## config.mk

```make
export PLATFORM = sky130hd
export DESIGN_NAME = rdy_spi_host
export DESIGN_NICKNAME = d
export VERILOG_FILES = /design/src/rtl/rsh_pkg.sv /design/src/rtl/rsh_ready_watch.sv /design/src/rtl/rsh_interval.sv /design/src/rtl/rsh_shifter.sv /design/src/rtl/rdy_spi_host.sv
export SDC_FILE = /design/constraint.sdc
export NUM_CORES = 1
export LEC_CHECK = 0
export ABC_CLOCK_PERIOD_IN_PS = 8100
export BUFFER_PORTS_ARGS = -buffer_cell sky130_fd_sc_hd__buf_2
export CORE_ASPECT_RATIO = 0.75
export CORE_MARGIN = 5
export CORE_UTILIZATION = 48
export CTS_BUF_LIST = sky130_fd_sc_hd__clkbuf_8
export DETAILED_ROUTE_END_ITERATION = 10
export HOLD_SLACK_MARGIN = 0.12
export PLACE_DENSITY = 0.73
export SETUP_SLACK_MARGIN = 0.15
export SYNTH_ARGS = -nofsm -noshare
export SYNTH_HDL_FRONTEND = slang
export SYNTH_SLANG_ARGS = --single-unit
```

## constraint.sdc

```tcl
create_clock -name clk -period 8.1 [get_ports clk]
set_input_delay 0.81 -clock clk [delete_from_list [all_inputs] [get_ports clk]]
set_output_delay 0.81 -clock clk [all_outputs]
set_load 0.05 [all_outputs]
```

## src/rtl/rsh_pkg.sv

```systemverilog
`timescale 1ns/1ps
package rsh_pkg;

  typedef enum logic [2:0] {
    ST_IDLE,
    ST_WAIT,
    ST_SETUP,
    ST_LO,
    ST_HI,
    ST_HOLD,
    ST_DONE
  } rsh_state_e;

  // Clamp an interval into its window; zero is never a legal length.
  function automatic int unsigned rsh_fit(input int unsigned v,
                                          input int unsigned lo,
                                          input int unsigned hi);
    int unsigned r;
    r = v;
    if (r < lo) r = lo;
    if (r > hi) r = hi;
    if (r == 0) r = 1;
    return r;
  endfunction

  // Bits needed to hold values 0..n.
  function automatic int unsigned rsh_bits(input int unsigned n);
    return (n < 2) ? 1 : $clog2(n + 1);
  endfunction

  function automatic int unsigned rsh_max3(input int unsigned a,
                                           input int unsigned b,
                                           input int unsigned c);
    int unsigned m;
    m = (a > b) ? a : b;
    return (m > c) ? m : c;
  endfunction

endpackage

```

## src/rtl/rsh_ready_watch.sv

```systemverilog
`timescale 1ns/1ps
module rsh_ready_watch #(
  parameter int unsigned TMO_CYC = 1000
) (
  input  logic clk,
  input  logic rst_n,
  input  logic rdy_i,
  input  logic arm_i,
  output logic rdy_ok_o,
  output logic tmo_o
);
  import rsh_pkg::*;

  localparam int unsigned WW = rsh_bits(TMO_CYC);
  localparam logic [WW-1:0] WT_LAST = WW'(TMO_CYC - 1);

  logic          sync1_q, sync2_q;
  logic [WW-1:0] wt_q;

  always_ff @(posedge clk or negedge rst_n) begin
    if (!rst_n) begin
      sync1_q <= 1'b0;
      sync2_q <= 1'b0;
    end else begin
      sync1_q <= rdy_i;
      sync2_q <= sync1_q;
    end
  end

  assign rdy_ok_o = sync2_q;
  assign tmo_o    = arm_i && !sync2_q && (wt_q == WT_LAST);

  always_ff @(posedge clk or negedge rst_n) begin
    if (!rst_n)                 wt_q <= '0;
    else if (!arm_i)            wt_q <= '0;
    else if (!sync2_q && !tmo_o) wt_q <= wt_q + 1'b1;
  end
endmodule

```

## src/rtl/rsh_interval.sv

```systemverilog
`timescale 1ns/1ps
module rsh_interval #(
  parameter int unsigned TW = 8
) (
  input  logic          clk,
  input  logic          rst_n,
  input  logic          load_i,
  input  logic [TW-1:0] len_i,
  output logic          zero_o
);
  logic [TW-1:0] cnt_q;

  always_ff @(posedge clk or negedge rst_n) begin
    if (!rst_n)            cnt_q <= '0;
    else if (load_i)       cnt_q <= len_i - 1'b1;
    else if (cnt_q != '0)  cnt_q <= cnt_q - 1'b1;
  end

  assign zero_o = (cnt_q == '0);
endmodule

```

## src/rtl/rsh_shifter.sv

```systemverilog
`timescale 1ns/1ps
module rsh_shifter #(
  parameter int unsigned DW = 8
) (
  input  logic          clk,
  input  logic          rst_n,
  input  logic          load_i,
  input  logic [DW-1:0] cmd_i,
  input  logic          drive_i,
  input  logic          sample_i,
  input  logic          miso_i,
  output logic          mosi_o,
  output logic          last_o,
  output logic [DW-1:0] rx_o
);
  localparam int unsigned BW = (DW < 2) ? 1 : $clog2(DW);
  localparam logic [BW-1:0] LAST_IDX = BW'(DW - 1);

  logic [DW-1:0] tx_q, rx_q;
  logic [BW-1:0] nbit_q;
  logic          mosi_q;

  always_ff @(posedge clk or negedge rst_n) begin
    if (!rst_n) begin
      tx_q   <= '0;
      rx_q   <= '0;
      nbit_q <= '0;
      mosi_q <= 1'b0;
    end else begin
      if (load_i) begin
        tx_q   <= cmd_i;
        nbit_q <= '0;
      end else if (drive_i) begin
        mosi_q <= tx_q[DW-1];
        tx_q   <= {tx_q[DW-2:0], 1'b0};
      end
      if (sample_i) begin
        rx_q   <= {rx_q[DW-2:0], miso_i};
        nbit_q <= nbit_q + 1'b1;
      end
    end
  end

  assign mosi_o = mosi_q;
  assign last_o = (nbit_q == LAST_IDX);
  assign rx_o   = rx_q;
endmodule

```

## src/rtl/rdy_spi_host.sv

```systemverilog
`timescale 1ns/1ps
module rdy_spi_host #(
  parameter int unsigned FRAME_BITS  = 8,
  parameter int unsigned HALF_CYC    = 1600,
  parameter int unsigned HALF_LO     = 1563,
  parameter int unsigned HALF_HI     = 12500,
  parameter int unsigned SETUP_CYC   = 4500,
  parameter int unsigned SETUP_LO    = 4375,
  parameter int unsigned SETUP_HI    = 12500,
  parameter int unsigned HOLD_CYC    = 1600,
  parameter int unsigned HOLD_LO     = 1500,
  parameter int unsigned HOLD_HI     = 12500,
  parameter int unsigned RDY_TIMEOUT = 125000000
) (
  input  logic                  clk,
  input  logic                  rst_n,
  input  logic                  start_i,
  input  logic [FRAME_BITS-1:0] cmd_i,
  output logic                  busy_o,
  output logic                  done_o,
  output logic [FRAME_BITS-1:0] resp_o,
  output logic                  rdy_err_o,
  output logic                  sclk_o,
  output logic                  ss_n_o,
  output logic                  mosi_o,
  input  logic                  miso_i,
  input  logic                  rdy_i
);
  import rsh_pkg::*;

  localparam int unsigned HALF_EFF  = rsh_fit(HALF_CYC, HALF_LO, HALF_HI);
  localparam int unsigned SETUP_EFF = rsh_fit(SETUP_CYC, SETUP_LO, SETUP_HI);
  localparam int unsigned HOLD_EFF  = rsh_fit(HOLD_CYC, HOLD_LO, HOLD_HI);
  localparam int unsigned TW = rsh_bits(rsh_max3(HALF_EFF, SETUP_EFF, HOLD_EFF));

  rsh_state_e state_q, state_d;

  // Named internal events, also seen by the bound checker.
  logic rdy_ok, ev_tmo, ev_start, t_zero, last_bit;
  logic tmr_load, bit_drive, bit_sample;
  logic [TW-1:0] tmr_len;
  logic [FRAME_BITS-1:0] rx_bits;

  logic ss_q, sclk_q, done_q, err_q;
  logic [FRAME_BITS-1:0] resp_q;

  assign ev_start = start_i && (state_q == ST_IDLE);

  rsh_ready_watch #(.TMO_CYC(RDY_TIMEOUT)) u_watch (
    .clk      (clk),
    .rst_n    (rst_n),
    .rdy_i    (rdy_i),
    .arm_i    (state_q == ST_WAIT),
    .rdy_ok_o (rdy_ok),
    .tmo_o    (ev_tmo)
  );

  always_comb begin
    state_d = state_q;
    unique case (state_q)
      ST_IDLE:  if (start_i) state_d = ST_WAIT;
      ST_WAIT: begin
        if (ev_tmo)      state_d = ST_IDLE;
        else if (rdy_ok) state_d = ST_SETUP;
      end
      ST_SETUP: if (t_zero) state_d = ST_LO;
      ST_LO:    if (t_zero) state_d = last_bit ? ST_HOLD : ST_HI;
      ST_HI:    if (t_zero) state_d = ST_LO;
      ST_HOLD:  if (t_zero) state_d = ST_DONE;
      ST_DONE:  state_d = ST_IDLE;
      default:  state_d = ST_IDLE;
    endcase
  end

  assign tmr_load = (state_d != state_q) &&
                    (state_d inside {ST_SETUP, ST_LO, ST_HI, ST_HOLD});

  always_comb begin
    unique case (state_d)
      ST_SETUP: tmr_len = TW'(SETUP_EFF);
      ST_HOLD:  tmr_len = TW'(HOLD_EFF);
      default:  tmr_len = TW'(HALF_EFF);
    endcase
  end

  rsh_interval #(.TW(TW)) u_tmr (
    .clk    (clk),
    .rst_n  (rst_n),
    .load_i (tmr_load),
    .len_i  (tmr_len),
    .zero_o (t_zero)
  );

  assign bit_drive  = (state_q != ST_LO) && (state_d == ST_LO);
  assign bit_sample = (state_q == ST_LO) && t_zero;

  rsh_shifter #(.DW(FRAME_BITS)) u_shift (
    .clk      (clk),
    .rst_n    (rst_n),
    .load_i   (ev_start),
    .cmd_i    (cmd_i),
    .drive_i  (bit_drive),
    .sample_i (bit_sample),
    .miso_i   (miso_i),
    .mosi_o   (mosi_o),
    .last_o   (last_bit),
    .rx_o     (rx_bits)
  );

  always_ff @(posedge clk or negedge rst_n) begin
    if (!rst_n) begin
      state_q <= ST_IDLE;
      ss_q    <= 1'b1;
      sclk_q  <= 1'b1;
      done_q  <= 1'b0;
      err_q   <= 1'b0;
      resp_q  <= '0;
    end else begin
      state_q <= state_d;
      ss_q    <= !(state_d inside {ST_SETUP, ST_LO, ST_HI, ST_HOLD});
      sclk_q  <= (state_d != ST_LO);
      done_q  <= (state_d == ST_DONE);
      err_q   <= ev_tmo;
      if (state_d == ST_DONE) resp_q <= rx_bits;
    end
  end

  assign busy_o    = (state_q != ST_IDLE);
  assign done_o    = done_q;
  assign resp_o    = resp_q;
  assign rdy_err_o = err_q;
  assign ss_n_o    = ss_q;
  assign sclk_o    = sclk_q;
endmodule

```

# After elaboration in Yosys (flattened, before gate mapping)
# Index checks and enable logic that the tools add are counted.
dict set report totals {
  reg_bits 77
  in_bits 13
  out_inout_bits 14
  wordCells 72
}
dict set report classes {
  add_sub_neg 4
  eq_ne 16
  mux 17
  n_bitwise 1
  n_reduce_logical 20
}
# op count
set ops {}
lappend ops {{$mux W27} 2}
lappend ops {{$mux W13} 3}
lappend ops {{$add A27 B1 Y27 const B} 1}
lappend ops {{$eq A27 B27 Y1 const B} 1}
lappend ops {{$sub A13 B1 Y13 const B} 2}
lappend ops {{$mux W3} 8}
lappend ops {{$eq A3 B3 Y1 const B} 6}
lappend ops {{$mux W8} 2}
lappend ops {{$pmux W3 S5} 1}
lappend ops {{$logic_not A13 Y1} 1}
lappend ops {{$reduce_bool A13 Y1} 1}
lappend ops {{$eq A3 B2 Y1 const B} 4}
lappend ops {{$logic_and A1 B1 Y1} 7}
lappend ops {{$ne A3 B2 Y1 const B} 2}
lappend ops {{$reduce_bool A2 Y1} 3}
lappend ops {{$reduce_bool A4 Y1} 1}
lappend ops {{$add A3 B1 Y3 const B} 1}
lappend ops {{$eq A3 B1 Y1 const B} 1}
lappend ops {{$logic_not A1 Y1} 3}
lappend ops {{$logic_not A3 Y1} 1}
lappend ops {{$ne A3 B3 Y1} 1}
lappend ops {{$reduce_bool A3 Y1} 1}
lappend ops {{$ne A2 B2 Y1 const B} 1}
lappend ops {{$reduce_and A2 Y1} 1}
lappend ops {{3 further kinds} 3}

# Logic depth before layout (Yosys ltp)
dict set report depth {
  word_depth 9
  depth_mapped 12
  mapped_depth_nobuf 11
}

# Hierarchy
# A second synthesis with hierarchy kept.
dict set report unflattened {
  cells_unflattened 384
  area_unflattened_um2 4157.7
}
# mod instances cells_per_inst area_per_inst_um2 seq_area_each_um2
set by_module_without_submodules {}
lappend by_module_without_submodules {rsh_ready_watch 1 154 1531.5 725.7}
lappend by_module_without_submodules {rsh_interval 1 101 983.4 325.3}
lappend by_module_without_submodules {rsh_shifter 1 63 852.1 500.5}
lappend by_module_without_submodules {rdy_spi_host 1 66 790.8 377.9}

# Worst setup path before layout
# Ideal clock, no wire load.
dict set report synth_timing {
  kind {reg-to-reg}
  startpoint {register u_tmr.cnt_q[5]}
  endpoint {register u_tmr.cnt_q[10]}
  setup_ns 0.126
  arrival_time_ns 2.622
  required_time_ns 7.974
  setup_slack_ns 5.351
  path_stages_with_launch 11
  path_buffers 0
  synth_period_minus_slack_ns 2.749
  path_cell_list {dfrtp_1 nor4_4 nand4_2 nor2_1 nor2_1 nand2_1 ha_1 nor2b_1 nand3_2 or4_1 a311o_1}
}
dict set report synth_via {
  elab_chain_cells 7
  elab_cells_between_ends 19
  classes_between {2 x add/sub; 5 x eq/ne; 7 x mux; 5 x reduce/logical}
}
# element line_no
set synth_rtl {}
lappend synth_rtl {{start: declaration} rsh_interval.sv:11} ;# logic [TW-1:0] cnt_q;
lappend synth_rtl {{start signal: assignment} rsh_interval.sv:15} ;# else if (load_i) cnt_q <= len_i - 1'b1;
lappend synth_rtl {{start signal: assignment} rsh_interval.sv:16} ;# else if (cnt_q != '0) cnt_q <= cnt_q - 1'b1;
lappend synth_rtl {{$logic_not A13 Y1} rsh_interval.sv:19} ;# assign zero_o = (cnt_q == '0);
lappend synth_rtl {{$mux W3 (on tied branches)} n/a}
lappend synth_rtl {{$pmux W3 S5} rdy_spi_host.sv:60} ;# unique case (state_q)
lappend synth_rtl {{$eq A3 B2 Y1 (tied with other cells)} {rdy_spi_host.sv:76, rdy_spi_host.sv:79}}
lappend synth_rtl {{$mux W13 or $reduce_bool A4 Y1 (tied branches)} {rdy_spi_host.sv:79, rdy_spi_host.sv:76}}
lappend synth_rtl {{$sub A13 B1 Y13 or $logic_and A1 B1 Y1 (tied branches)} {rsh_interval.sv:15, rdy_spi_host.sv:75}}
lappend synth_rtl {{$mux W13 or $reduce_bool A2 Y1 (tied branches)} n/a}
# Several ways; a longest one is shown, not always the timed one. The select of a mux whose other input is x is not followed.
# A chain may end at the register's enable or synchronous reset.

# Final worst setup path
dict set report layout_timing {
  startpoint {register u_tmr.cnt_q[8]}
  endpoint {register u_tmr.cnt_q[10]}
}
# Same word-level chain as after synthesis.

==> results.py <==
metrics = {
    "outcome": {
        "status": "finished clean",
    },
    "place": {
        "place_area_sq_um": 3900,
        "dp_hpwl_um": 4720,
        "place_congestion": 0.805,
        "io_buffers": 26,
        "dp_cells": 463,
    },
    "die": {
        "io-pin-count": 27,
        "initial_core_util_pct": 50.0,
        "die_h_um": 86.3,
        "die_w_um": 112,
        "dieArea_sq_um": 9650,
        "rows": 27,
        "core-area_sq_um": 7470,
    },
    "routing": {
        "drcViolationCount": 0,
        "antenna_left": 0,
        "route.vias.total": 2660,
        "avgViaCountPerCell": 5.55,
        "dr.pass1.iters": 4,
        "drtIter0Drc": 233,
        "drt-total-wl_um": 7070,
        "wl_per_cell_um": 14.8,
    },
    "synthesis": {
        "synth_top_area_share_pct": 50.3,
        "yosys.area.top_type": "dfrtp_1",
        "syn_inst": 351,
        "avgSynthCellArea_sq_um": 10.6,
        "ys_ff_latch": 77,
        "synth_edf_count": 0,
        "synth.distinct_cells": 60,
        "synth_area_sq_um": 3730,
        "ys_top_cells_by_area": "dfrtp_1, xnor2_1, nor2_1",
        "yosysSeqAreaShare_pct": 51.7,
        "syn-num-nets": 368,
        "ys_warn_count": 0,
        "synthArstFlopShare_pct": 100,
        "ys.flop_type": "dfrtp_1",
    },
    "clock_network": {
        "cts.sinks": 77,
        "cts_tree": "built",
        "clk_pin_slew_ns": 0.08,
        "cts_root_buf": "clkbuf_8",
        "hold_buffers": 0,
        "clk_latency_ns": 0.36,
        "cts_buffers": 9,
        "htreeDepth": 3,
        "post_cts_resized": 0,
        "post_cts_buffers": 0,
        "cts_max_path_buffers": 2,
    },
    "timing": {
        "slew_headroom_pct": 37.5,
        "slew_violations": 0,
        "whs_ns": 0.360,
        "finalHoldViolations": 0,
        "setup_viol": 0,
        "fin_tns_setup_ns": 0,
        "finalCritPeriodShare_pct": 39.8,
        "max_slew.worst_pin.slew_ns": 0.937,
        "rsz0062_at_grt": "false",
        "final.min_clock_period_ns": 3.22,
        "fmax_mhz": 311,
        "clock_skew_ns": 0.00763,
    },
    "power": {
        "cellLeakagePower_nw": 1.84,
        "cellPowerDensity_nw_per_um2": 254,
        "vdd_ir_drop_max_mv": 0.126,
    },
    "layout": {
        "drive_gt1_share_pct": 15.9,
        "regArea_sq_um": 1930,
        "fin_area_sq_um": 4140,
        "fin_cells": 479,
        "multi_input_area_sq_um": 1680,
        "layout-area-overhead-vs-synth_pct": 10.9,
        "num_antenna_cells": 0,
        "fin_nets": 390,
        "n_fill_cell": 653,
    },
    "global_routing": {
        "grt-ovfl-total": 0,
        "grt_max_degree": 78,
        "grt_pass1_wl_um": 12500,
        "grt_pass1_vias": 2516,
        "grt_usage_pct": 15.9,
        "antenna_found_initial": 0,
    },
    "hold_path": {
        "min_path_type": "flip-flop to flip-flop",
    },
    "critical_path": {
        "worstPathArrival_ns": 3.46,
        "crit_type": "flip-flop to flip-flop",
        "crit_path_max_fanout": 7,
        "cp-end-kind": "flip-flop",
        "critPathLaunchType": "flip-flop",
        "critPathRequiredTime_ns": 8.34,
    },
    "flow_run": {
        "cap_violations": 0,
    },
}
## cells in the mapped netlist (all sizes together), types with 8 or more instances
cell / count
o21ai: 22
nor3: 17
clkbuf: 9
a21o: 8
xnor2: 16
mux2: 17
nand2: 22
nor2: 32
nand3: 14
a21oi: 16
dfrtp: 75
or3: 11
## cell families (layout without fill, tap and decap cells)
group,count (synthesis),in the layout,synth area share (%)
flip-flops,77,77,51.7
buffers and inverters,23,50,3.32
XOR/XNOR,21,21,4.93
AND/OR/NAND/NOR,142,142,21.7
adder cells (fa/ha/maj),4,4,1.34
multiplexers,18,18,5.80
AO/OA/AOI/OAI,66,66,11.2
## per-stage QoR
stage          worst slack [ns]  total power, W  util (%)
3_3_place_gp               5.07        0.000699      52.2
6_report                   4.88         0.00105      55.4
4_1_cts                    4.91         0.00106      55.4
3_5_place_dp               4.95        0.000708      52.2
2_1_floorplan              5.35        0.000654         -
5_1_grt                    4.69         0.00111      55.4
## power breakdown
| group | switching [W] | total, W | leakage, nW | internal (W) |
|---|---|---|---|---|
| clock | 0.000145 | 0.000348 | 0.121 | 0.000203 |
| sequential | 0.0000628 | 0.000506 | 1.02 | 0.000443 |
| combinational | 0.000117 | 0.000196 | 0.692 | 0.0000789 |
## per-layer routing
metal,vias up,global-route usage [%],routed length (um)
li1,1305,-,-
met4,0,5.19,91
met3,7,4.82,270
met5,-,0,0
met1,1309,23.0,3540
met2,39,23.0,3170
## cell type report
type / count / area share [%]
flip-flops and latches: 77 / 46.6
multi-input cells: 251 / 40.5
repair buffers: 27 / 3.39
well taps: 101 / 3.05
clock buffers: 9 / 2.99
clock inverters: 7 / 2.78
inverters: 7 / 0.635
## flip-flops by register name, summed over array words and instances (netlist names), 3 cells and up
signal	count
u_shift.tx_q	8
u_shift.nbit_q	3
u_tmr.cnt_q	13
u_watch.wt_q	27
resp_o	8
u_shift.rx_o	8
state_q	3
## final timing paths
kind | start | depth (start not counted) | slack, ns | endpoint
min in group asynchronous | rst_n | 1 | 0.58 | u_watch.wt_q[14]$_DFFE_PN0P_
max reg2reg | u_tmr.cnt_q[8]$_DFFE_PN0P_ | 10 | 4.88 | u_tmr.cnt_q[10]$_DFFE_PN0P_
max in group asynchronous | rst_n | 1 | 6.90 | u_shift.rx_o[3]$_DFFE_PN0P_
max | u_tmr.cnt_q[8]$_DFFE_PN0P_ | 10 | 4.88 | u_tmr.cnt_q[10]$_DFFE_PN0P_
min reg2reg | u_watch.sync1_q$_DFF_PN0_ | 0 | 0.36 | u_watch.rdy_ok_o$_DFF_PN0_
min | u_watch.sync1_q$_DFF_PN0_ | 0 | 0.36 | u_watch.rdy_ok_o$_DFF_PN0_
## cells in the final DEF (no fill, tap or decap), types with 3 or more instances in the layout
cell type,instances
or4_1,3
nand3_1,13
nand4_1,5
or3_1,11
nand2b_1,4
clkbuf_8,9
bufinv_16,3
ha_1,4
nand2_1,22
xnor2_1,16
buf_2,25
a21oi_1,15
and4_1,4
mux2_1,9
xor2_1,5
inv_1,8
a21o_1,8
o21ai_0,21
and3_1,6
nor2_1,31
mux2_4,4
nor3_1,16
and2_1,3
a22o_1,7
mux2_2,4
nor4_1,5
dfrtp_1,75
## critical path: stages, from the launching register on
cell and delay (ns):
dfrtp_1 0.43, nor4_1 0.45, nand4_2 0.32, nor2_1 0.39
nor2_1 0.10, nand2_1 0.08, ha_1 0.17, nor2b_1 0.21
nand3_2 0.13, or4_1 0.46, a311o_1 0.37
No activity file was read; power rests on OpenSTA's default activity.
